## src/rtl/charbuf8_pkg.sv

```systemverilog
// Package: shared constants for the eight-character display buffer.
// Assumes characters are byte-wide codes in which 0x20 is a space.
package charbuf8_pkg;
    localparam int unsigned CB_DEF_ENTRIES = 8;
    localparam int unsigned CB_DEF_CHAR_W  = 8;
    localparam logic [7:0]  CB_FILL_CHAR   = 8'h20;
endpackage

```

## src/rtl/cb8_size_dec.sv

```systemverilog
// Size decoder: checks the byte count of an access and turns it into a
// per-lane enable. Assumes ENTRIES is a power of two.
module cb8_size_dec #(
    parameter  int ENTRIES = 8,
    localparam int CNT_W   = $clog2(ENTRIES) + 1
) (
    input  logic [CNT_W-1:0]   acc_bytes,
    output logic               size_ok,
    output logic [ENTRIES-1:0] lane_en
);
    // Accept a nonzero power of two no larger than the window.
    always_comb begin
        size_ok = (acc_bytes != '0)
               && ((acc_bytes & (acc_bytes - 1'b1)) == '0)
               && (acc_bytes <= CNT_W'(ENTRIES));
    end

    // Lane k is live when the access is legal and k is below the count.
    for (genvar k = 0; k < ENTRIES; k++) begin : g_lane
        assign lane_en[k] = size_ok && (CNT_W'(k) < acc_bytes);
    end
endmodule

```

## src/rtl/cb8_lane_map.sv

```systemverilog
// Lane mapper: rotates bus byte lanes to buffer entries modulo the
// window size, for both the read gather and the write scatter.
// Assumes ENTRIES is a power of two, so the offset sum wraps by itself.
module cb8_lane_map #(
    parameter  int ENTRIES = 8,
    parameter  int CHAR_W  = 8,
    localparam int AW      = $clog2(ENTRIES),
    localparam int DW      = ENTRIES * CHAR_W
) (
    input  logic [AW-1:0]      addr,
    input  logic [ENTRIES-1:0] lane_en,
    input  logic [DW-1:0]      wr_data,
    input  logic [DW-1:0]      buf_flat,
    output logic [DW-1:0]      rd_data,
    output logic [ENTRIES-1:0] ent_we,
    output logic [DW-1:0]      ent_wdata
);
    // Read gather: lane k takes entry (addr+k) mod ENTRIES.
    for (genvar k = 0; k < ENTRIES; k++) begin : g_rd
        logic [AW-1:0] src_idx;
        assign src_idx = addr + AW'(k);
        assign rd_data[k*CHAR_W +: CHAR_W] =
            lane_en[k] ? buf_flat[src_idx*CHAR_W +: CHAR_W] : '0;
    end

    // Write scatter: entry e is fed by lane (e-addr) mod ENTRIES.
    for (genvar e = 0; e < ENTRIES; e++) begin : g_wr
        logic [AW-1:0] lane_idx;
        assign lane_idx = AW'(e) - addr;
        assign ent_we[e] = lane_en[lane_idx];
        assign ent_wdata[e*CHAR_W +: CHAR_W] = wr_data[lane_idx*CHAR_W +: CHAR_W];
    end
endmodule

```

## src/rtl/cb8_store.sv

```systemverilog
// Character store: the ENTRIES registers of the buffer. A fill request
// loads spaces everywhere and a write on the same edge overlays it.
module cb8_store #(
    parameter  int         ENTRIES = 8,
    parameter  int         CHAR_W  = 8,
    parameter  logic [7:0] FILL    = 8'h20,
    localparam int         DW      = ENTRIES * CHAR_W
) (
    input  logic               clk,
    input  logic               rst_n,
    input  logic               fill,
    input  logic               wr_commit,
    input  logic [ENTRIES-1:0] ent_we,
    input  logic [DW-1:0]      ent_wdata,
    output logic [DW-1:0]      buf_flat
);
    for (genvar e = 0; e < ENTRIES; e++) begin : g_ent
        logic [CHAR_W-1:0] ch_q;
        logic [CHAR_W-1:0] ch_d;

        // Next value: a write wins over the fill, the fill wins over hold.
        always_comb begin
            ch_d = fill ? CHAR_W'(FILL) : ch_q;
            if (wr_commit && ent_we[e]) begin
                ch_d = ent_wdata[e*CHAR_W +: CHAR_W];
            end
        end

        // Entry register, reset to a space.
        always_ff @(posedge clk) begin
            if (!rst_n) ch_q <= CHAR_W'(FILL);
            else        ch_q <= ch_d;
        end

        assign buf_flat[e*CHAR_W +: CHAR_W] = ch_q;
    end
endmodule

```

## src/rtl/cb8_refresh.sv

```systemverilog
// Refresh control: detects the first link-up after reset, and turns each
// buffer change into a one-cycle strobe delayed by one cycle, with a
// parallel copy of the buffer presented during the strobe.
module cb8_refresh #(
    parameter int DW = 64
) (
    input  logic          clk,
    input  logic          rst_n,
    input  logic          link_up,
    input  logic          wr_commit,
    input  logic [DW-1:0] buf_flat,
    output logic          init_fire,
    output logic          refresh,
    output logic [DW-1:0] snapshot
);
    logic          link_q;
    logic          init_done_q;
    logic          change_q;
    logic          refresh_q;
    logic [DW-1:0] snap_q;

    // First rising edge of the link since reset.
    assign init_fire = link_up && !link_q && !init_done_q;

    // Link edge history and the one-time latch.
    always_ff @(posedge clk) begin
        if (!rst_n) begin
            link_q      <= 1'b0;
            init_done_q <= 1'b0;
        end else begin
            link_q <= link_up;
            if (init_fire) init_done_q <= 1'b1;
        end
    end

    // Strobe pipeline: the change is noted, then the strobe and copy follow.
    always_ff @(posedge clk) begin
        if (!rst_n) begin
            change_q  <= 1'b0;
            refresh_q <= 1'b0;
            snap_q    <= '0;
        end else begin
            change_q  <= wr_commit || init_fire;
            refresh_q <= change_q;
            if (change_q) snap_q <= buf_flat;
        end
    end

    assign refresh  = refresh_q;
    assign snapshot = refresh_q ? snap_q : '0;
endmodule

```

## src/rtl/charbuf8.sv

```systemverilog
// Top: memory-mapped eight-character display buffer with wrapping
// byte-lane access, a redraw strobe and a one-time clear on link-up.
// Assumes a single clock domain and a link_up input already synchronised.
module charbuf8
    import charbuf8_pkg::*;
#(
    parameter  int NUM_BYTES = CB_DEF_ENTRIES,
    parameter  int BYTE_W    = CB_DEF_CHAR_W,
    localparam int AW        = $clog2(NUM_BYTES),
    localparam int CNT_W     = AW + 1,
    localparam int DW        = NUM_BYTES * BYTE_W
) (
    input  logic             clk,
    input  logic             rst_n,
    input  logic             wr_en,
    input  logic [AW-1:0]    addr,
    input  logic [CNT_W-1:0] acc_bytes,
    input  logic [DW-1:0]    wr_data,
    output logic [DW-1:0]    rd_data,
    input  logic             link_up,
    output logic             refresh,
    output logic [DW-1:0]    snapshot
);
    logic                 size_ok;
    logic [NUM_BYTES-1:0] lane_en;
    logic [NUM_BYTES-1:0] ent_we;
    logic [DW-1:0]        ent_wdata;
    logic [DW-1:0]        buf_flat;
    logic                 init_fire;
    logic                 wr_commit;

    // A write counts only when its size is legal.
    assign wr_commit = wr_en && size_ok;

    cb8_size_dec #(.ENTRIES(NUM_BYTES)) u_size (
        .acc_bytes (acc_bytes),
        .size_ok   (size_ok),
        .lane_en   (lane_en)
    );

    cb8_lane_map #(.ENTRIES(NUM_BYTES), .CHAR_W(BYTE_W)) u_map (
        .addr      (addr),
        .lane_en   (lane_en),
        .wr_data   (wr_data),
        .buf_flat  (buf_flat),
        .rd_data   (rd_data),
        .ent_we    (ent_we),
        .ent_wdata (ent_wdata)
    );

    cb8_store #(.ENTRIES(NUM_BYTES), .CHAR_W(BYTE_W), .FILL(CB_FILL_CHAR)) u_store (
        .clk       (clk),
        .rst_n     (rst_n),
        .fill      (init_fire),
        .wr_commit (wr_commit),
        .ent_we    (ent_we),
        .ent_wdata (ent_wdata),
        .buf_flat  (buf_flat)
    );

    cb8_refresh #(.DW(DW)) u_refresh (
        .clk       (clk),
        .rst_n     (rst_n),
        .link_up   (link_up),
        .wr_commit (wr_commit),
        .buf_flat  (buf_flat),
        .init_fire (init_fire),
        .refresh   (refresh),
        .snapshot  (snapshot)
    );
endmodule

```

## config.mk

```make
export PLATFORM = sky130hd
export DESIGN_NAME = charbuf8
export DESIGN_NICKNAME = d
export VERILOG_FILES = /design/src/rtl/charbuf8_pkg.sv /design/src/rtl/cb8_size_dec.sv /design/src/rtl/cb8_lane_map.sv /design/src/rtl/cb8_store.sv /design/src/rtl/cb8_refresh.sv /design/src/rtl/charbuf8.sv
export SDC_FILE = /design/constraint.sdc
export NUM_CORES = 1
export LEC_CHECK = 0
export ABC_AREA = 1
export BUFFER_PORTS_ARGS = -buffer_cell sky130_fd_sc_hd__buf_2
export CORE_MARGIN = 2
export CORE_UTILIZATION = 45
export CTS_BUF_LIST = sky130_fd_sc_hd__clkbuf_8
export DETAILED_ROUTE_END_ITERATION = 6
export PLACE_DENSITY = 0.78
export SYNTH_ARGS = -nofsm -noshare
export SYNTH_HDL_FRONTEND = slang
export SYNTH_HIERARCHICAL = 1
export SYNTH_SLANG_ARGS = --single-unit
export TNS_END_PERCENT = 30
```

## constraint.sdc

```tcl
create_clock -name clk -period 9.1 [get_ports clk]
set_input_delay 1.365 -clock clk [delete_from_list [all_inputs] [get_ports clk]]
set_output_delay 1.365 -clock clk [all_outputs]
set_load 0.03 [all_outputs]
```

==> results of run 1 <==
-- final timing paths --
path,to,depth (start not counted),start
max,rd_data[43],11,addr[1]
min,u_refresh/init_done_q$_SDFFE_PN0P_,2,u_refresh/init_done_q$_SDFFE_PN0P_
max reg2reg,u_store/g_ent[0].ch_q[3]$_SDFFE_PN0P_,6,u_refresh/init_done_q$_SDFFE_PN0P_
min reg2reg,u_refresh/init_done_q$_SDFFE_PN0P_,2,u_refresh/init_done_q$_SDFFE_PN0P_
-- tightest hold or removal path: stages (launching register included) --
cell,delay [ns]
dfxtp_1,0.30
inv_1,0.06
a21oi_1,0.06
-- registers in the layout (all words and copies together) (netlist names) --
name,cells
u_refresh/link_q,1
u_refresh/change_q,1
u_refresh/snap_q,64
u_store/g_ent.ch_q,64
u_refresh/refresh,1
u_refresh/init_done_q,1
-- per-layer routing --
layer	GRT usage (%)	wire length, µm	vias to the layer above
li1	-	-	6599
met1	46.2	18700	6210
met2	47.9	19000	925
met3	6.45	5680	127
met4	18.3	2560	0
met5	0	0	-
-- area by class of cell --
cell class / instances / share of cell area (%)
clock inverters: 12 / 1.40
inverters: 169 / 5.08
multi-input cells: 1533 / 58.4
well taps: 330 / 3.24
repair buffers: 219 / 8.98
flip-flops and latches: 132 / 20.8
clock buffers: 20 / 2.16
-- cell families after synthesis --
logic type / count (synthesis)
flops: 132
compound gates: 262
buf+inv: 323
fa+ha+maj: 2
simple gates: 1266
xor+xnor: 3
-- metrics by stage --
stage / worst slack, ns / cell area [µm²] / total power, mW / hold WS (ns) / cells
after floorplan: 4.26 / 11600 / 1.05 / 0.430 / 1988
after global placement: 3.83 / 12300 / 1.17 / 0.447 / 2383
after detailed placement: 3.80 / 12300 / 1.17 / 0.453 / 2383
after CTS: 3.80 / 12700 / 1.73 / 0.464 / 2415
after global routing: 3.55 / 12700 / 1.82 / 0.501 / 2415
final: 3.70 / 12700 / 1.74 / 0.468 / 2415
-- cell usage in the layout, fill, tap and decap left out, drive strengths merged --
| master | n |
|---|---|
| dfxtp | 132 |
| xnor2 | 2 |
| a21oi | 90 |
| nor2 | 228 |
| clkinvlp | 2 |
| nand3 | 386 |
| bufinv | 4 |
| ha | 2 |
| xor2 | 1 |
| o211ai | 72 |
| o21ai | 100 |
| inv | 172 |
| nand2 | 632 |
| clkbuf | 20 |
| nor3 | 4 |
| clkinv | 3 |
| nand3b | 16 |
| buf | 219 |
-- where the power goes --
part	total (mW)	internal [mW]	switching (mW)
sequential	0.636	0.606	0.0302
combinational	0.541	0.150	0.392
clock	0.561	0.321	0.240
==> metrics.csv, run 1 <==
stage,metric,value,unit
clocking,clk_latency,0.46,ns
pwr,cellPowerDensity,137,nW/µm²
pwr,power.leakage,6.51,nW
clocking,cts_num_sinks,132,
clocking,post_cts_resized,0,
pwr,ir_drop,0.0877,mV
drt,drt_iter0_drc,2131,
finish,antenna_cells,0,
clocking,cts_tree,built,
worst_setup_path,worstSetupStartpointType,primary input,
clocking,clockBufferDepth,2,
drt,ant_nets,0,
place,gp_congestion,0.977,
yosys,synth_top_family_by_area,simple AND/OR/NAND/NOR gates,
worst_setup_path,crit_path_cell_trace,"buf_2, clkinv_1, buf_4, ha_2, inv_2, buf_4, nand3_1, nand2_1, nor2_1, nor2_1, buf_2",
sta,fin_tns_setup,0,ns
grt,grt_max_degree,83,
sta,slew_headroom,26.8,%
sta,hold_viol_final,0,
yosys,synth_fp_nets,2065,
finish,layout-drive-gt1-share,20.0,%
yosys,synth_edf_count,0,
sta,fmax,185,MHz
yosys,yosysMostFrequentCell,nand2_1,
drt,routed-via-count,13900,
sta,maxSlewViolCount,0,
finish,multi_input_area,7430,µm²
clocking,htreeDepth,4,
clocking,cts_setup_buffers,0,
yosys,synth_compound_area_share,14.1,%
grt,gr-usage-all-layers,33.2,%
sta,grt_setup_unrepaired,false,
drt,vias_per_cell,5.74,
finish,final_net_count,2149,
yosys,yosys.area_share.simple,49.0,%
yosys,yosysWarnings,6,
drt,wl_per_cell,19.0,µm
worst_setup_path,critPathBufInv,6,
yosys,synthMuxAreaShare,0,%
floorplanning,floorplan.die_area,27200,µm²
floorplanning,die_width,165,µm
flow_run,cap_viol_max_count,0,
yosys,synthFlopType,dfxtp_1,
floorplanning,rows,58,
yosys,async_flop_share,0,%
grt,grt_pass1_wl,68100,µm
yosys,synthAdderAreaFrac,0.215,%
yosys,synthCells,1988,
place,io_buffers,203,
floorplanning,die_h,165,µm
floorplanning,start_util,46.1,%
drt,post-route-drc-count,0,
yosys,yosysSeqAreaShare,22.7,%
yosys,synth_top_cell_area_share,22.7,%
clocking,cts_root_buffer,clkbuf_8,
grt,grt_pass1_vias,11700,
yosys,synth_top_area_cell,dfxtp_1,
grt,gr-total-overflow,0,
min_path,hold_path_class,flop to flop,
yosys,syn_area,11600,µm²
sta,fin_skew,0.0117,ns
finish,seq_area,2650,µm²
finish,fillCellCount,2687,
worst_setup_path,rrSetupSlack,7.30,ns
sta,period_needed,5.40,ns
drt,first_pass_iters,7,
worst_setup_path,worst-path-max-fanout,69,
worst_setup_path,end_kind,output port,
place,hpwl,33700,µm
yosys,synth_area_per_cell,5.85,µm²
grt,antenna_found_initial,0,
clocking,cts_buffers,17,
worst_setup_path,cp.required,7.74,ns
yosys,synth_common_cells,"nand2_1, nand3_1, nor2_1",
clocking,hold_buffers,0,
worst_setup_path,slowest_delay,0.57,ns
sta,period_share,59.3,%
sta,setup_viol,0,
yosys,synth.distinct_cells,31,
finish,area_growth,9.39,%
worst_setup_path,slowest_stage,buf_4,
worst_setup_path,critPathTopFamily,buffers and inverters,
finish,fin_util,50.4,%
sta,tightest_slew,1.09,ns
yosys,synth_xor_area_share,0.355,%
yosys,ys_ff_latch,132,
drt,finalWirelength,46000,µm
worst_setup_path,crit_type,primary input to output port,
worst_setup_path,arrival,4.03,ns
run_status,outcome,finished clean,
clocking,clkTransAtPathRegs,0.07,ns
floorplanning,core_area,25300,µm²
floorplanning,pin_count,204,
yosys,netlist_top_cells_area,"dfxtp_1, nand2_1, nand3_1",
(Power assumes the default switching activity.)
==> inputs of run 2 (changes only) <==
--- a/config.mk
+++ b/config.mk
@@ -11,7 +11,7 @@
 export CORE_UTILIZATION = 45
 export CTS_BUF_LIST = sky130_fd_sc_hd__clkbuf_8
 export DETAILED_ROUTE_END_ITERATION = 6
-export PLACE_DENSITY = 0.78
+export PLACE_DENSITY = 0.81
 export SYNTH_ARGS = -nofsm -noshare
 export SYNTH_HDL_FRONTEND = slang
 export SYNTH_HIERARCHICAL = 1
==> constraint.sdc (replaced) <==
create_clock -name clk -period 4.9 [get_ports clk]
set_input_delay 0.735 -clock clk [delete_from_list [all_inputs] [get_ports clk]]
set_output_delay 0.735 -clock clk [all_outputs]
set_load 0.03 [all_outputs]
==> metrics.csv, run 2 (synthesized netlist as in run 1, its figures left out) <==
stage,metric,value,unit,change
floorplanning,die_h,165,µm,unchanged
worst_setup_path,reg2reg_depth,4,,was 6
worst_setup_path,critPathBufInv,4,,was 6
sta,fmax,270,MHz,
worst_setup_path,rrSetupSlack,3.06,ns,was 7.30 ns
place,io_buffers,203,,unchanged
sta,period_needed,3.70,ns,
clocking,htreeDepth,4,,unchanged
run_status,outcome,finished clean,,unchanged
sta,setup_viol,0,,unchanged
sta,fin_tns_setup,0,ns,unchanged
min_path,min_from,u_refresh/init_done_q$_SDFFE_PN0P_,,unchanged
worst_setup_path,r2r_end,u_refresh/snap_q[5]$_SDFFE_PN0P_,,was u_store/g_ent[0].ch_q[3]$_SDFFE_PN0P_
sta,tightest_slew,1.11,ns,was 1.09 ns
min_path,hold_path_class,flop to flop,,unchanged
drt,wl_per_cell,19.0,µm,about the same
clocking,clk_latency,0.47,ns,was 0.46 ns
drt,drt_iter0_drc,2232,,was 2131
floorplanning,die_width,165,µm,unchanged
pwr,ir_drop,0.187,mV,was 0.0877 mV
pwr,finalPower,3.23,mW,was 1.74 mW
finish,layout-drive-gt1-share,20.3,%,was 20.0%
grt,grt_pass1_wl,68800,µm,was 68100 µm
drt,routed-via-count,14100,,was 13900
floorplanning,floorplan.die_area,27200,µm²,unchanged
clocking,clkTransAtPathRegs,0.08,ns,was 0.07 ns
worst_setup_path,slowest_stage,buf_4,,unchanged
floorplanning,core_area,25300,µm²,unchanged
finish,final_net_count,2154,,was 2149
finish,antenna_cells,0,,unchanged
flow_run,cap_viol_max_count,0,,unchanged
worst_setup_path,slowest_delay,0.59,ns,was 0.57 ns
drt,first_pass_iters,6,,was 7
worst_setup_path,r2r-start,u_refresh/change_q$_SDFF_PN0_,,was u_refresh/init_done_q$_SDFFE_PN0P_
sta,period_share,75.5,%,
place,hpwl,33700,µm,about the same
finish,layout_common_cells,"nand2_1, nand3_1, buf_2, nor2_1, inv_1",,unchanged
clocking,cts_setup_buffers,0,,unchanged
floorplanning,pin_count,204,,unchanged
worst_setup_path,crit_type,primary input to output port,,unchanged
worst_setup_path,end_kind,output port,,unchanged
drt,ant_nets,0,,unchanged
worst_setup_path,worstSetupStartpointType,primary input,,unchanged
clocking,cts_tree,built,,unchanged
worst_setup_path,startpoint,addr[0],,was addr[1]
pwr,power.leakage,6.52,nW,was 6.51 nW
min_path,holdPathStages,2,,unchanged
clocking,clockBufferDepth,2,,unchanged
finish,area_growth,9.57,%,was 9.39%
pwr,cellPowerDensity,253,nW/µm²,was 137 nW/µm²
worst_setup_path,critPathTopFamily,buffers and inverters,,unchanged
clocking,post_cts_resized,0,,unchanged
grt,grt_max_degree,113,,was 83
worst_setup_path,crit_top_cell,nor2_1,,
clocking,cts_root_buffer,clkbuf_8,,unchanged
floorplanning,rows,58,,unchanged
clocking,hold_buffers,0,,unchanged
sta,maxSlewViolCount,0,,unchanged
sta,setup_ws,1.20,ns,was 3.70 ns
sta,hold_viol_final,0,,unchanged
grt,antenna_found_initial,0,,unchanged
drt,post-route-drc-count,0,,unchanged
grt,grt_pass1_vias,12000,,was 11700
worst_setup_path,crit_path_cell_trace,"buf_6, inv_2, ha_2, buf_4, nand3_1, nand2_1, nor2_1, nor2_1, buf_2",,"was buf_2, clkinv_1, buf_4, ha_2, inv_2, buf_4, nand3_1, nand2_1, nor2_1, nor2_1, buf_2"
finish,final_common_cell,nand2_1,,unchanged
drt,vias_per_cell,5.83,,was 5.74
grt,gr-total-overflow,0,,unchanged
sta,slew_headroom,26.0,%,was 26.8%
grt,gr-usage-all-layers,33.4,%,was 33.2%
floorplanning,start_util,46.1,%,unchanged
worst_setup_path,arrival,2.96,ns,was 4.03 ns
finish,top_regs,"u_refresh/snap_q x64, u_store/g_ent.ch_q x64",,unchanged
worst_setup_path,cp.required,4.16,ns,was 7.74 ns
place,pre_cts_ws,1.28,ns,was 3.80 ns
worst_setup_path,worst-path-max-fanout,68,,was 69
drt,finalWirelength,45900,µm,was 46000 µm
sta,grt_setup_unrepaired,false,,unchanged
clocking,cts_num_sinks,132,,unchanged
clocking,cts_buffers,17,,unchanged
sta,fin_skew,0.00953,ns,was 0.0117 ns
place,gp_congestion,1.02,,was 0.977
min_path,holdPathEnd,u_refresh/init_done_q$_SDFFE_PN0P_,,unchanged
-- run 2: worst reg2reg max path, stage by stage (launching register included) --
cell and delay [ns]:
dfxtp_2 0.88, buf_4 0.43, inv_12 0.19, nor2_2 0.18, nor2_1 0.06
-- run 2: metal layers --
metal | part of all wire [%] | wire length (µm) | vias to the layer above | GRT usage [%]
li1 | - | - | 6617 | -
met2 | 41 | 19000 | 985 | 49.8
met4 | 5.6 | 2560 | 0 | 17.1
met3 | 12 | 5650 | 161 | 6.33
met1 | 41 | 18600 | 6350 | 45.8
met5 | 0 | 0 | - | 0
-- run 2: worst max path at each step --
stage                     cells after the start  slack [ns]          end
final                                         9        1.20  rd_data[47]
after global routing                          9        1.10  rd_data[47]
after CTS                                     9        1.29  rd_data[47]
after detailed placement                      9        1.28  rd_data[47]
after global placement                        9        1.30  rd_data[15]
after floorplan                              12        1.32  rd_data[47]
-- run 2: layout make-up --
type,count,area [µm²]
Sequential cell,132,2650
Clock buffer,20,275
Multi-Input combinational cell,1533,7420
Timing Repair Buffer,224,1180
Clock inverter,12,166
Tap cell,330,413
Fill cell,2626,12500
Inverter,169,647
-- run 2: report_power, final --
part / internal [mW] / switching, mW / total, mW
clock: 0.553 / 0.473 / 1.03
sequential: 1.13 / 0.0653 / 1.19
combinational: 0.281 / 0.730 / 1.01
-- run 2: per-stage QoR --
step | util, % | std cells | area, µm² | hold WS [ns]
floorplan | - | 1988 | 11600 | 0.430
global placement | 48.7 | 2388 | 12300 | 0.444
detailed placement | 48.7 | 2388 | 12300 | 0.470
CTS | 50.5 | 2420 | 12700 | 0.482
global route | 50.5 | 2420 | 12700 | 0.513
finish | 50.5 | 2420 | 12700 | 0.485
